### src/rtl/pll_lock_pkg.sv
package pll_lock_pkg;

  // Strobes sent from control to the measurement datapath
  typedef struct packed {
    logic clear;
  } lockCmd_t;

  // Strobes sent from the measurement datapath to control
  typedef struct packed {
    logic done;          // a compare cycle finished this cycle
    logic withinLock;    // its gap is below the lock window
    logic beyondUnlock;  // its gap is above the unlock window
  } measStat_t;

  typedef enum logic {
    MEAS_IDLE,
    MEAS_WAIT
  } measState_t;

  localparam int RUN_W = 8;

  // Required run of consecutive good compare cycles per selector value
  function automatic logic [RUN_W-1:0] runTarget(input logic [1:0] sel);
    case (sel)
      2'd0:    runTarget = 8'd5;
      2'd1:    runTarget = 8'd16;
      2'd2:    runTarget = 8'd64;
      default: runTarget = 8'd255;
    endcase
  endfunction

endpackage

### src/rtl/lock_meas_path.sv
module lock_meas_path
  import pll_lock_pkg::*;
#(
  parameter int WIN_W = 8
) (
  input  logic             clk,
  input  logic             rstN,
  input  lockCmd_t         cmd,
  input  logic             refEdge,
  input  logic             fbEdge,
  input  logic [WIN_W-1:0] lockWin,
  input  logic [WIN_W-1:0] unlockWin,
  output measStat_t        stat,
  output logic             periodErr
);

  localparam int CW = WIN_W + 1;
  localparam logic [CW-1:0] ONE = CW'(1);
  localparam logic [CW-1:0] ALL_ONES = '1;

  measState_t    state;
  logic          firstIsRef;
  logic [CW-1:0] tickCnt;
  logic [CW-1:0] periodCnt;
  logic [CW-1:0] satVal;
  logic [CW-1:0] lockExt;
  logic [CW-1:0] unlockExt;
  logic [CW-1:0] gap;
  logic          otherEdge;
  logic          finish;

  assign lockExt   = {1'b0, lockWin};
  assign unlockExt = {1'b0, unlockWin};
  assign satVal    = unlockExt + ONE;
  assign otherEdge = firstIsRef ? fbEdge : refEdge;

  // Completion of a compare cycle and its measured gap
  always_comb begin
    finish = 1'b0;
    gap    = '0;
    if (state == MEAS_IDLE) begin
      if (refEdge && fbEdge) begin
        finish = 1'b1;
        gap    = '0;
      end
    end else begin
      if (tickCnt >= satVal) begin
        finish = 1'b1;
        gap    = satVal;
      end else if (otherEdge) begin
        finish = 1'b1;
        gap    = tickCnt;
      end
    end
  end

  assign stat.done         = finish && !cmd.clear;
  assign stat.withinLock   = gap < lockExt;
  assign stat.beyondUnlock = gap > unlockExt;

  // Edge-gap tick counter
  always_ff @(posedge clk or negedge rstN) begin
    if (!rstN) begin
      state      <= MEAS_IDLE;
      tickCnt    <= '0;
      firstIsRef <= 1'b0;
    end else if (cmd.clear) begin
      state      <= MEAS_IDLE;
      tickCnt    <= '0;
      firstIsRef <= 1'b0;
    end else begin
      case (state)
        MEAS_IDLE: begin
          if (refEdge ^ fbEdge) begin
            state      <= MEAS_WAIT;
            tickCnt    <= ONE;
            firstIsRef <= refEdge;
          end
        end
        default: begin
          if (finish) begin
            state   <= MEAS_IDLE;
            tickCnt <= '0;
          end else begin
            tickCnt <= tickCnt + ONE;
          end
        end
      endcase
    end
  end

  // Reference period monitor
  always_ff @(posedge clk or negedge rstN) begin
    if (!rstN) begin
      periodCnt <= ALL_ONES;
      periodErr <= 1'b0;
    end else if (cmd.clear) begin
      periodCnt <= ALL_ONES;
      periodErr <= 1'b0;
    end else if (refEdge) begin
      periodErr <= periodCnt <= unlockExt;
      periodCnt <= ONE;
    end else if (periodCnt != ALL_ONES) begin
      periodCnt <= periodCnt + ONE;
    end
  end

endmodule

### src/rtl/lock_ctrl.sv
module lock_ctrl
  import pll_lock_pkg::*;
(
  input  logic       clk,
  input  logic       rstN,
  input  logic       enable,
  input  logic [1:0] countSel,
  input  measStat_t  stat,
  output lockCmd_t   cmd,
  output logic       locked,
  output logic       inWindow
);

  logic [RUN_W-1:0] goodCnt;
  logic [RUN_W-1:0] nextCnt;
  logic [RUN_W-1:0] target;

  assign cmd.clear = !enable;
  assign target    = runTarget(countSel);
  assign nextCnt   = (goodCnt == {RUN_W{1'b1}}) ? goodCnt : goodCnt + RUN_W'(1);

  always_ff @(posedge clk or negedge rstN) begin
    if (!rstN) begin
      goodCnt  <= '0;
      locked   <= 1'b0;
      inWindow <= 1'b0;
    end else if (!enable) begin
      goodCnt  <= '0;
      locked   <= 1'b0;
      inWindow <= 1'b0;
    end else begin
      inWindow <= stat.done && stat.withinLock;
      if (stat.done) begin
        if (stat.withinLock) begin
          goodCnt <= nextCnt;
          if (nextCnt >= target) begin
            locked <= 1'b1;
          end
        end else begin
          goodCnt <= '0;
          if (stat.beyondUnlock) begin
            locked <= 1'b0;
          end
        end
      end
    end
  end

endmodule

### src/rtl/pll_lock_monitor.sv
module pll_lock_monitor
  import pll_lock_pkg::*;
#(
  parameter int WIN_W = 8
) (
  input  logic             clk,
  input  logic             rstN,
  input  logic             enable,
  input  logic             refEdge,
  input  logic             fbEdge,
  input  logic [WIN_W-1:0] lockWin,
  input  logic [WIN_W-1:0] unlockWin,
  input  logic [1:0]       countSel,
  output logic             locked,
  output logic             inWindow,
  output logic             cfgError
);

  lockCmd_t  cmd;
  measStat_t stat;
  logic      periodErr;

  lock_meas_path #(.WIN_W(WIN_W)) u_path (
    .clk       (clk),
    .rstN      (rstN),
    .cmd       (cmd),
    .refEdge   (refEdge),
    .fbEdge    (fbEdge),
    .lockWin   (lockWin),
    .unlockWin (unlockWin),
    .stat      (stat),
    .periodErr (periodErr)
  );

  lock_ctrl u_ctrl (
    .clk      (clk),
    .rstN     (rstN),
    .enable   (enable),
    .countSel (countSel),
    .stat     (stat),
    .cmd      (cmd),
    .locked   (locked),
    .inWindow (inWindow)
  );

  assign cfgError = periodErr || (unlockWin <= lockWin);

endmodule

### config.mk
export PLATFORM = sky130hd
export DESIGN_NAME = pll_lock_monitor
export DESIGN_NICKNAME = d
export VERILOG_FILES = /design/src/rtl/pll_lock_pkg.sv /design/src/rtl/lock_meas_path.sv /design/src/rtl/lock_ctrl.sv /design/src/rtl/pll_lock_monitor.sv
export SDC_FILE = /design/constraint.sdc
export NUM_CORES = 1
export LEC_CHECK = 0
export BUFFER_PORTS_ARGS = -buffer_cell sky130_fd_sc_hd__buf_2
export CAP_MARGIN = 20
export CORE_MARGIN = 5
export CORE_UTILIZATION = 35
export CTS_BUF_LIST = sky130_fd_sc_hd__clkbuf_4
export DETAILED_ROUTE_END_ITERATION = 10
export SLEW_MARGIN = 20
export SYNTH_ARGS = -nofsm -noshare
export SYNTH_HDL_FRONTEND = slang
export SYNTH_SLANG_ARGS = --single-unit
### constraint.sdc
create_clock -name clk -period 4.6 [get_ports clk]
set_input_delay 0.69 -clock clk [delete_from_list [all_inputs] [get_ports clk]]
set_output_delay 0.69 -clock clk [all_outputs]
set_load 0.05 [all_outputs]
==> results of run 1 <==
[per-stage QoR]
step	util [%]	setup WS, ns	hold slack, ns	instance area (sq um)	TNS [ns]
floorplan	-	0.0293	0.394	3120	0
finish	42.2	0.193	0.386	3660	0
global placement	40.5	-0.0893	0.524	3510	-0.529
detailed placement	40.5	-0.152	0.512	3510	-0.912
CTS	41.4	0.190	0.400	3590	0
global route	42.2	-0.0482	0.436	3660	-0.241
[worst max-delay path by stage]
stage,startpoint,to,slack (ns),cells past startpoint
after global routing,unlockWin[0],u_ctrl.goodCnt[4],-0.05,22
final,unlockWin[0],u_ctrl.goodCnt[4],0.19,22
after detailed placement,unlockWin[0],u_ctrl.goodCnt[5],-0.15,21
after floorplan,unlockWin[0],u_ctrl.goodCnt[4],0.03,22
after CTS,unlockWin[0],u_ctrl.goodCnt[4],0.19,21
after global placement,unlockWin[0],u_ctrl.goodCnt[4],-0.09,21
[cells by family (layout without fill, tap and decap cells)]
kind of cell,Yosys count,count (layout),synth area share [%]
compound gates,82,82,18.1
xor+xnor,21,21,5.91
fa+ha+maj,56,56,22.5
buf+inv,42,93,5.39
flops,31,31,25.3
mux,7,7,2.33
simple gates,129,129,20.5
[per-layer routing]
layer | up-vias | wire [microns]
li1 | 1424 | -
met5 | - | 0
met3 | 11 | 273
met2 | 56 | 3490
met4 | 0 | 142
met1 | 1281 | 3910
[power by group through the flow]
stage	Combinational, W	Sequential (W)	Clock, W
floorplan	0.000138	0.000314	0
global placement	0.000202	0.000317	0
detailed placement	0.000207	0.000318	0
CTS	0.000209	0.000313	0.000219
global route	0.000238	0.000316	0.000232
finish	0.000210	0.000313	0.000212
[synthesized netlist by cell type, types with 2 or more instances]
library cell / number / area (sq um)
inv_1: 28 / 105
o21a_1: 7 / 52.6
a31oi_1: 8 / 50.1
o31ai_1: 4 / 30.0
xor2_1: 9 / 78.8
nand2b_1: 6 / 37.5
a22o_1: 6 / 52.6
a21o_1: 5 / 37.5
o21ai_0: 23 / 115
nor3_1: 2 / 10.0
o2111ai_1: 2 / 17.5
nand2_1: 29 / 109
dfrtp_1: 22 / 551
xnor2_1: 12 / 105
dfstp_2: 9 / 236
and2_1: 3 / 18.8
and3_1: 10 / 62.6
mux2_2: 2 / 22.5
a21oi_1: 12 / 60.1
nor2b_1: 9 / 56.3
nor2_1: 34 / 128
clkbuf_1: 9 / 33.8
mux2i_1: 5 / 50.1
nand3_1: 16 / 80.1
a211oi_1: 5 / 37.5
nand4_1: 13 / 81.3
buf_2: 2 / 10.0
ha_1: 56 / 701
[registers in the layout (all words and copies together), names as in the netlist]
register and flops:
u_ctrl.inWindow 1, u_ctrl.goodCnt 8, u_path.tickCnt 9, u_path.periodErr 1, u_path.periodCnt 9, u_path.firstIsRef 1
u_path.state 1, u_ctrl.locked 1
[worst max-delay path, delay by kind of cell]
kind / cells / cell delay [ns]
compound gates: 8 / 1.59
xor+xnor: 1 / 0.15
fa+ha+maj: 3 / 0.74
buf+inv: 4 / 0.55
simple gates: 6 / 0.90
[final cells by class]
cell class / count / area, sq um / area share [%]
clock inverters: 3 / 38.8 / 1.06
inverters: 29 / 109 / 2.98
flip-flops and latches: 31 / 787 / 21.5
well taps: 108 / 135 / 3.69
repair buffers: 56 / 358 / 9.78
clock buffers: 5 / 37.5 / 1.03
multi-input cells: 295 / 2190 / 60.0
[timing repair]
item,in CTS,in global routing
setup buffers,0,5
gates resized for setup,0,7
endpoints found under the setup margin,0,6
==> key figures, run 1 <==
Global routing
  – Gr usage total: between 10% and 20%
  – GRT met1 Usage: 20.2%
  – Largest net degree at the start of global routing: 32
  – First-pass GRT wire length: roughly 13 mm
  – Most Used Layer, Global Route: met2
  – Met2 Usage GRT: 23.1%
  – Vias in the first global route: about 2700
  – Initial antenna violation count: 0
  – Remaining Overflow, GRT: 0
  – M3 GR Usage: about 2.1%

CTS
  – Clock Tree Root: clkbuf_4
  – Max Root-Sink Buffers: 2
  – Worst-path clk slew: 0.11 ns
  – CTS Sinks: 31
  – CTS tree: built
  – H-tree depth: 2
  – Skew-Pair Late Insertion Delay: 0.34 ns
  – CTS Buf Count: 5
  – CTS Hold Bufs: 0

STA
  – Final worst path period need: 4.41 ns
  – Clock Skew: 0.0112 ns
  – Slew margin rel.: 52.5%
  – Max frequency: between 200 and 250 MHz
  – Final setup vio count: 0
  – Worst slew pin tran: 0.712 ns
  – Final hold vios: 0
  – Final period utilization: 95.8%
  – Pins Over Slew Limit: 0

Place
  – Inst Count DP: 514
  – Placer congestion estimate: 0.891
  – Final HPWL DP: 6.33 mm
  – I/O Buffers: 25

Drt
  – Vias: roughly 2800
  – DRC: 0
  – Via density: approximately 5.3
  – DRT Pass-1 Iters: 4
  – Post-route ant nets: 0
  – Detailed Route WL: 7.81 mm
  – Routed wire per std cell: around 15 microns
  – Number of DRC markers in iteration 0: 79

Floorplanning
  – Core area: 8680 sq um
  – Ports: 26
  – Die H: ~100 microns
  – Initial core utilization: 35.9%
  – Die area: 10900 sq um
  – # rows: 34
  – Die W: 104 microns

Setup path
  – WP data arrival: 4.63 ns
  – Critical path's slowest cell: a211oi_1
  – Worst-case reg-to-reg path depth: 18
  – FF-to-FF End: u_ctrl.goodCnt[4]
  – Crit path max fanout: 8
  – Critical path class: in -> reg
  – Critical path, cell by cell: buf_2 -> ha_2 -> nand3_2 -> nor3_4 -> xnor2_2 -> ha_1 -> a21oi_1 -> o21ai_1 -> a211oi_2 -> buf_4 -> buf_4 -> nor2_1 -> a31oi_1 -> nor2_1 -> ha_1 -> and3_1 -> a31oi_1 -> a211oi_1 -> a2111oi_4 -> and3_1 -> buf_4 -> a22o_1
  – Most used cell, CP: buf_4
  – CP peak stage delay: around 0.42 ns
  – Worst Path Required: 4.83 ns
  – Crit path launch type: primary input
  – Reg-to-reg startpoint: u_path.tickCnt[0]
  – CP endpoint kind: register
  – Reg2Reg Setup Slack: 0.66 ns

Power
  – Lkg Pwr: 1.81 nW
  – Sequential Power Share: 42.5%
  – Pwr dens: 201 nW/um^2
  – Design internal power: 0.000494 W
  – Clock power frac: around 29%
  – NetSw: 0.000242 W
  – Comb pwr share: about 29%
  – Total Power: 0.000735 W
  – Switching Fraction: 32.9%
  – IR drop worst, VDD: 108 uV

Synthesis
  – Post-Syn Area: approximately 3100 sq um
  – Post-synth EDFFs: 0
  – Post-synthesis sequential area ratio: 25.3%
  – Syn avg cell area: 8.46 sq um
  – FFs w/ async S/R, synth: 100%
  – Unique cell type count in the Yosys netlist: 48
  – Ys flop type: dfrtp_1
  – Cells after Synth: between 300 and 400
  – Synth warn: 0
  – Post-Syn Nets: about 450
  – #FFs+latches synth: 31

Cells and area
  – Share of post-route cells with drive strength above 1: 20.3%
  – Synth-to-layout area growth: 17.5%
  – Finished Layout Cells: 527
  – Fill cell count: between 800 and 900
  – Fin nets: 497
  – # diodes: 0
  – Most common cell after layout, fill and taps aside: ha_1
  – Commonest non-fill, non-tap cells in the layout: ha_1 (55), nor2_1 (34), buf_4 (31)

Worst hold path
  – Hold/Removal Path Class: in -> async

Status
  – Outcome: finished clean

Job
  – MaxCap Viol Count: 0
No activity file was read; power rests on OpenSTA's default activity.
==> inputs of run 2 (changes only) <==
Settings changed: CORE_MARGIN 5 to unset, GPL_TIMING_DRIVEN set to 0, MAX_ROUTING_LAYER set to met4.
==> run 2 against run 1 <==
Compared with the run above: power about the same; non-clock buffer count increased by 3; clock power decreased by 3%; critical endpoint is now u_ctrl.goodCnt[1].
==> key figures, run 2 (synthesized netlist as in run 1, its figures left out) <==
Status
  – Outcome: finished clean

STA
  – Final worst path period need: 4.50 ns (+0.0888 ns)
  – Worst slew pin tran: 0.700 ns (-0.0125 ns)
  – Max frequency: 222 MHz (-2.0%)
  – Pins Over Slew Limit: 0 (unchanged)
  – Final hold vios: 0 (unchanged)
  – Final period utilization: 97.7% (+1.9 points)
  – Worst setup slack after layout: 0.104 ns (-0.0888 ns)
  – Final setup vio count: 0 (unchanged)
  – Clock Skew: 0.0157 ns (+0.00453 ns)
  – Slew margin rel.: 53.4% (+0.83 points)
  – Worst hold margin: 0.397 ns (+0.0101 ns)

Drt
  – Post-route ant nets: 0 (unchanged)
  – DR WL met3: 364 microns (+33%)
  – Wire length on met2: 3.60 mm (+3.2%)
  – Routed wire per std cell: 14.7 microns (-0.62%)
  – DRT Pass-1 Iters: 4 (unchanged)
  – DRC: 0 (unchanged)
  – Detailed Route WL: 7.81 mm (about the same)
  – Via density: 5.32 (+1.2%)
  – Number of DRC markers in iteration 0: 136 (+72%)
  – M1 wire length: 3.65 mm (-6.5%)
  – Highest Signal Layer: met4
  – Vias: 2820 (+1.7%)

Power
  – Lkg Pwr: 1.80 nW (-0.18%)
  – Pwr dens: 195 nW/um^2 (-2.9%)
  – Comb pwr share: 29.5% (+0.9 points)
  – Switching Fraction: 32.5% (-0.32 points)
  – NetSw: 0.000239 W (-1.0%)
  – Clock power frac: 28.1% (-0.7 points)
  – IR drop worst, VDD: 124 uV (+15%)
  – Sequential Power Share: 42.4% (about the same)
  – Design internal power: 0.000496 W (+0.40%)
  – Total Power: 0.000735 W (about the same)

Setup path
  – CP endpoint kind: register
  – Crit path max fanout: 8 (unchanged)
  – Reg2Reg Setup Slack: 0.44 ns (-0.22 ns)
  – Crit path launch type: primary input
  – Worst-case reg-to-reg path depth: 19 (+1)
  – Reg-to-reg startpoint: u_path.tickCnt[0]
  – Critical path class: in -> reg
  – WP data arrival: 4.71 ns (+0.08 ns)
  – Worst Path Required: 4.81 ns (-0.02 ns)
  – FF-to-FF End: u_ctrl.goodCnt[1]

Cells and area
  – Design area: 3760 sq um (+2.9%)
  – # diodes: 0 (unchanged)
  – Fin nets: 500 (+0.60%)
  – Synth-to-layout area growth: 20.9%
  – Most common cell after layout, fill and taps aside: ha_1
  – Fin util: 43.4% (+1.2 points)
  – Share of post-route cells with drive strength above 1: 21.8% (+1.5 points)
  – Largest registers: u_path.periodCnt x9, u_path.tickCnt x9, u_ctrl.goodCnt x8
  – Fill cell count: 872 (-2.4%)
  – Commonest non-fill, non-tap cells in the layout: ha_1 (54), nor2_1 (30), nand2_1 (29)

Floorplanning
  – Die H: 96.3 microns (-7.7%)
  – Core area: 8680 sq um (unchanged)
  – Ports: 26 (unchanged)
  – Die area: 9280 sq um (-15%)
  – Die W: 96.3 microns (-7.7%)
  – # rows: 34 (unchanged)
  – Initial core utilization: 35.9% (unchanged)

Global routing
  – First-pass GRT wire length: 12.6 mm (-4.3%)
  – Gr usage total: 18.1% (+3.5 points)
  – Vias in the first global route: 2688 (-1.1%)
  – Largest net degree at the start of global routing: 32 (unchanged)
  – Initial antenna violation count: 0 (unchanged)
  – Remaining Overflow, GRT: 0 (unchanged)

CTS
  – CTS Sinks: 31 (unchanged)
  – CTS Hold Bufs: 0 (unchanged)
  – CTS tree: built
  – Clock Tree Root: clkbuf_4
  – H-tree depth: 2 (unchanged)
  – Worst-path clk slew: 0.11 ns (about the same)
  – CTS Buf Count: 5 (unchanged)
  – Skew-Pair Late Insertion Delay: 0.33 ns (about the same)
  – Max Root-Sink Buffers: 2 (unchanged)

Place
  – Area post-placement: 3380 sq um (-3.8%)
  – Post-Place Setup Slack: -0.897 ns (-0.745 ns)
  – Placer congestion estimate: 0.870 (-2.3%)
  – I/O Buffers: 25 (unchanged)
  – Final HPWL DP: 5.96 mm (-5.8%)

Worst hold path
  – Hold/Removal Path Class: in -> async

Job
  – MaxCap Viol Count: 0 (unchanged)
==> run 2: cell types whose count changed in the layout (fill, tap and decap cells not counted), sizes merged <==
cell and change:
buf -6, clkbuf +9, clkinvlp +1, inv -1
==> run 2: how the worst max path moves through the flow <==
stage                 startpoint                end  cells past startpoint
floorplan           unlockWin[0]  u_ctrl.goodCnt[4]                     22
global placement    unlockWin[0]  u_ctrl.goodCnt[4]                     23
detailed placement  unlockWin[0]  u_ctrl.goodCnt[1]                     23
CTS                 unlockWin[1]  u_ctrl.goodCnt[1]                     23
global route        unlockWin[1]  u_ctrl.goodCnt[1]                     23
finish              unlockWin[1]  u_ctrl.goodCnt[1]                     23
==> run 2: final cells by class <==
type                       instances  area, sq um  share of cell area (%)
multi-input combinational        295         2270                    60.4
sequential                        31          787                    20.9
timing repair buffer              46          312                    8.28
tap                              108          135                    3.59
inverter                          29          113                    2.99
buffer                            13         68.8                    1.83
clock inverter                     3         38.8                    1.03
clock buffer                       5         37.5                   0.997
==> run 2: worst max-delay path: stages <==
cell and delay [ns]:
buf_8 0.09, ha_4 0.15, nand3_4 0.09, nor3_4 0.25, xnor2_2 0.12, ha_1 0.34, a21oi_2 0.16, o21ai_2 0.07
a211oi_2 0.26, buf_4 0.18, buf_6 0.12, nor2_4 0.03, a31oi_1 0.17, nor2_2 0.08, ha_1 0.30, nand4_1 0.14
or4b_1 0.54, a21oi_1 0.15, a31o_2 0.14, a2111oi_4 0.06, and3_1 0.20, buf_6 0.13, a22o_1 0.21
==> run 2: through the flow <==
step,setup TNS (ns),std cells
global placement,-7.30,501
finish,0,530
detailed placement,-8.25,501
global route,-0.239,530
floorplan,0,368
CTS,0,513
==> run 2: metal layers <==
| layer | global-route usage (%) | up-vias |
|---|---|---|
| met5 | - | - |
| met4 | 5.51 | 0 |
| met3 | 1.97 | 17 |
| met2 | 30.0 | 77 |
| met1 | 23.1 | 1292 |
| li1 | - | 1434 |
==> run 2: power by group through the flow <==
stage                     logic (W)  clock network, W  registers (W)
after global placement     0.000195                 0       0.000315
after floorplan            0.000138                 0       0.000314
after CTS                  0.000203          0.000213       0.000311
after global routing       0.000248          0.000227       0.000313
final                      0.000217          0.000206       0.000311
after detailed placement   0.000199                 0       0.000316
==> run 2: repair_timing <==
action / 4_1_cts / 5_1_grt
gates resized for setup: 7 / 30
setup endpoints to repair: 10 / 10
cloned: 0 / 1
pin swaps: 5 / 29
buffers inserted: 4 / 16
==> inputs of run 3 (changes only) <==
Settings changed: ABC_AREA set to 1, GPL_TIMING_DRIVEN 0 to 1.
==> run 3 against run 2 <==
Compared with the run above: the run now ends with DRC left; power increased by 1.1%; final area decreased by 5.9%; clock power increased by 9%; cell count increased by 7.0%; maximum frequency increased by 11%; routed wire length decreased by 2.1%; critical path type unchanged; highest routed layer unchanged.
==> key figures, run 3 <==
Setup path
  – Crit path max fanout: 16 (+8)
  – Worst Path Required: 4.82 ns (about the same)
  – CP peak stage delay: 0.32 ns (-0.22 ns)
  – Most used cell, CP: nand2_1
  – Crit path launch type: primary input
  – Worst-case reg-to-reg path depth: 21 (+2)
  – CP endpoint kind: register
  – Critical path, cell by cell: buf_2 -> ha_1 -> nand3_2 -> nor3_4 -> xor2_1 -> ha_1 -> nand2_1 -> nand2_1 -> a21oi_4 -> nand3_4 -> a21o_1 -> nand2_2 -> a211oi_1 -> ha_1 -> nand2_1 -> o21ai_0 -> nor2_1 -> o21ai_0 -> a21oi_1 -> o211a_1 -> nand2_1 -> nand3_1 -> nand2_1 -> nand2_1
  – Critical path buffers and inverters: 1 (-3)
  – FF-to-FF End: u_ctrl.locked
  – Reg-to-reg startpoint: u_path.tickCnt[4]
  – CP top delay family: compound AO/OA/AOI/OAI gates
  – Critical path's slowest cell: ha_1
  – Critical path class: in -> reg
  – Reg2Reg Setup Slack: 1.28 ns (+0.84 ns)
  – WP data arrival: 4.28 ns (-0.43 ns)

Global routing
  – First-pass GRT wire length: 13.1 mm (+3.9%)
  – Gr usage total: 17.5% (-0.53 points)
  – Initial antenna violation count: 0 (unchanged)
  – Remaining Overflow, GRT: 0 (unchanged)
  – Largest net degree at the start of global routing: 32 (unchanged)
  – Vias in the first global route: 2831 (+5.3%)

Drt
  – Number of DRC markers in iteration 0: 123 (-9.6%)
  – Routed wire per std cell: 13.5 microns (-8.5%)
  – Vias: 2872 (+1.8%)
  – Detailed Route WL: 7.64 mm (-2.1%)
  – DRC: 8 (+8)
  – Via density: 5.07 (-4.8%)
  – Post-route ant nets: 0 (unchanged)
  – DRT Pass-1 Iters: 8 (+4)

STA
  – Slew margin rel.: 51.2% (-2.1 points)
  – Final period utilization: 88.3% (-9.5 points)
  – Pins Over Slew Limit: 0 (unchanged)
  – Final hold vios: 0 (unchanged)
  – Setup TNS: 0 ns (unchanged)
  – Worst hold margin: 0.403 ns (+0.00658 ns)
  – Final worst path period need: 4.06 ns (-0.436 ns)
  – Clock Skew: 0.0139 ns (-0.00187 ns)
  – Worst slew pin tran: 0.732 ns (+0.0318 ns)
  – Final setup vio count: 0 (unchanged)
  – Max frequency: 246 MHz (+11%)
  – RSZ-0062 raised after global routing: false

Power
  – Pwr dens: 210 nW/um^2 (+7.5%)
  – IR drop worst, VDD: 97.7 uV (-21%)
  – Lkg Pwr: 1.86 nW (+2.8%)

Synthesis
  – Post-synthesis sequential area ratio: 24.5% (-0.78 points)
  – Cells after Synth: 429 (+17%)
  – Ys flop type: dfrtp_1
  – #FFs+latches synth: 31 (unchanged)
  – Most numerous cell in the Yosys netlist: nand2_1
  – Synth cell count leaders: nand2_1 (78), inv_1 (66), ha_1 (56), nor2_1 (35), a21oi_1 (26)
  – Synth warn: 0 (unchanged)
  – Largest area contributor in the netlist: ha_1
  – Area contributors post-synth: ha_1 (22%), dfrtp_1 (17%), nand2_1 (9.1%)
  – Syn avg cell area: 7.49 sq um (-11%)
  – Share of the synthesized area in the top cell type: 21.8% (-0.69 points)
  – Post-Syn Area: 3210 sq um (+3.2%)
  – Unique cell type count in the Yosys netlist: 45 (-6.3%)
  – Post-synth EDFFs: 0 (unchanged)
  – FFs w/ async S/R, synth: 100% (unchanged)
  – Post-Syn Nets: 508 (+14%)

CTS
  – Max Root-Sink Buffers: 2 (unchanged)
  – Clock Tree Root: clkbuf_4
  – Skew-Pair Late Insertion Delay: 0.34 ns (about the same)
  – CTS Sinks: 31 (unchanged)
  – CTS tree: built
  – CTS Hold Bufs: 0 (unchanged)
  – Post_cts resized: 0 (-7)
  – Worst-path clk slew: 0.10 ns (about the same)
  – CTS Buf Count: 5 (unchanged)
  – H-tree depth: 2 (unchanged)
  – Post-CTS setup buffer count: 0 (-4)

Cells and area
  – Largest registers: u_path.periodCnt x9, u_path.tickCnt x9, u_ctrl.goodCnt x8
  – Commonest non-fill, non-tap cells in the layout: nand2_1 (78), inv_1 (66), ha_1 (56)
  – Most common cell after layout, fill and taps aside: nand2_1
  – Share of post-route cells with drive strength above 1: 15.0% (-6.8 points)
  – Synth-to-layout area growth: 10.3%
  – # diodes: 0 (unchanged)
  – Design area: 3540 sq um (-5.9%)
  – Fin util: 40.2% (-3.2 points)
  – Fin nets: 537 (+7.4%)

Place
  – Final HPWL DP: 6.46 mm (+8.4%)
  – I/O Buffers: 25 (unchanged)
  – Area post-placement: 3460 sq um (+2.4%)
  – Placer congestion estimate: 0.903 (+3.7%)

Floorplanning
  – Core area: 8810 sq um (+1.5%)
  – # rows: 34 (unchanged)
  – Ports: 26 (unchanged)
  – Die W: 97.8 microns (+1.5%)
  – Die area: 9560 sq um (+3.1%)
  – Initial core utilization: 36.5% (+0.60 points)
  – Die H: 97.8 microns (+1.5%)

Status
  – Failing checks: DRC
  – Outcome: finished, violations left

Job
  – MaxCap Viol Count: 0 (unchanged)

Worst hold path
  – Hold/Removal Path Class: in -> async
==> run 3: cell count changes in the layout (fill, tap and decap cells not counted), moves of 7 or more <==
cell and change:
nand3_1 +8, and3_1 -10, buf_4 -21, a31oi_1 -8, nor2b_1 -9, nand2_1 +49
o21ai_0 -8, xnor2_1 -7, nor3_1 +10, inv_1 +41, clkbuf_1 -9, a21oi_1 +16
==> run 3: cell type report <==
cell class              instances  area (sq um)
clock buffers                   7          52.6
clock inverters                 1          30.0
fillers                       913          5260
inverters                      74           278
multi-input cells             321          2130
flip-flops and latches         31           787
well taps                     108           135
repair buffers                 25           125
==> run 3: how the worst max path moves through the flow <==
stage | from | to | cells past startpoint
6_report | unlockWin[0] | u_ctrl.locked | 24
5_1_grt | unlockWin[0] | u_ctrl.locked | 24
4_1_cts | unlockWin[0] | u_ctrl.locked | 24
3_5_place_dp | unlockWin[0] | u_ctrl.goodCnt[3] | 26
3_3_place_gp | unlockWin[0] | u_ctrl.locked | 24
2_1_floorplan | unlockWin[0] | u_ctrl.locked | 23
==> run 3: cells by family (layout without fill, tap and decap cells) <==
| kind of cell | count (synthesis) | count (layout) | synth area share, % |
|---|---|---|---|
| compound gates | 73 | 73 | 14.3 |
| xor+xnor | 17 | 17 | 4.64 |
| fa+ha+maj | 56 | 56 | 21.8 |
| buf+inv | 77 | 107 | 9.04 |
| flops | 31 | 31 | 24.5 |
| simple gates | 175 | 175 | 25.7 |
==> run 3: per-layer routing <==
metal / vias up / part of all wire (%) / global-route usage (%)
li1: 1495 / - / -
met1: 1325 / 48 / 22.3
met2: 45 / 48 / 29.4
met3: 7 / 2.9 / 2.36
met4: 0 / 1.2 / 4.55
met5: - / 0 / -
==> run 3: power breakdown <==
group / total (W) / leakage [nW] / switching (W) / internal, W
clock network: 0.000225 / 0.0463 / 0.0000983 / 0.000127
logic: 0.000208 / 1.41 / 0.000134 / 0.0000738
registers: 0.000310 / 0.397 / 0.0000166 / 0.000293
total: 0.000743 / 1.86 / 0.000249 / 0.000494
==> run 3: through the flow <==
step / total power, W / setup slack [ns] / std cells
after floorplan: 0.000457 / 0.831 / 429
after global placement: 0.000518 / 0.294 / 559
after detailed placement: 0.000523 / 0.231 / 559
after CTS: 0.000753 / 0.569 / 567
after global routing: 0.000795 / 0.144 / 567
final: 0.000743 / 0.539 / 567
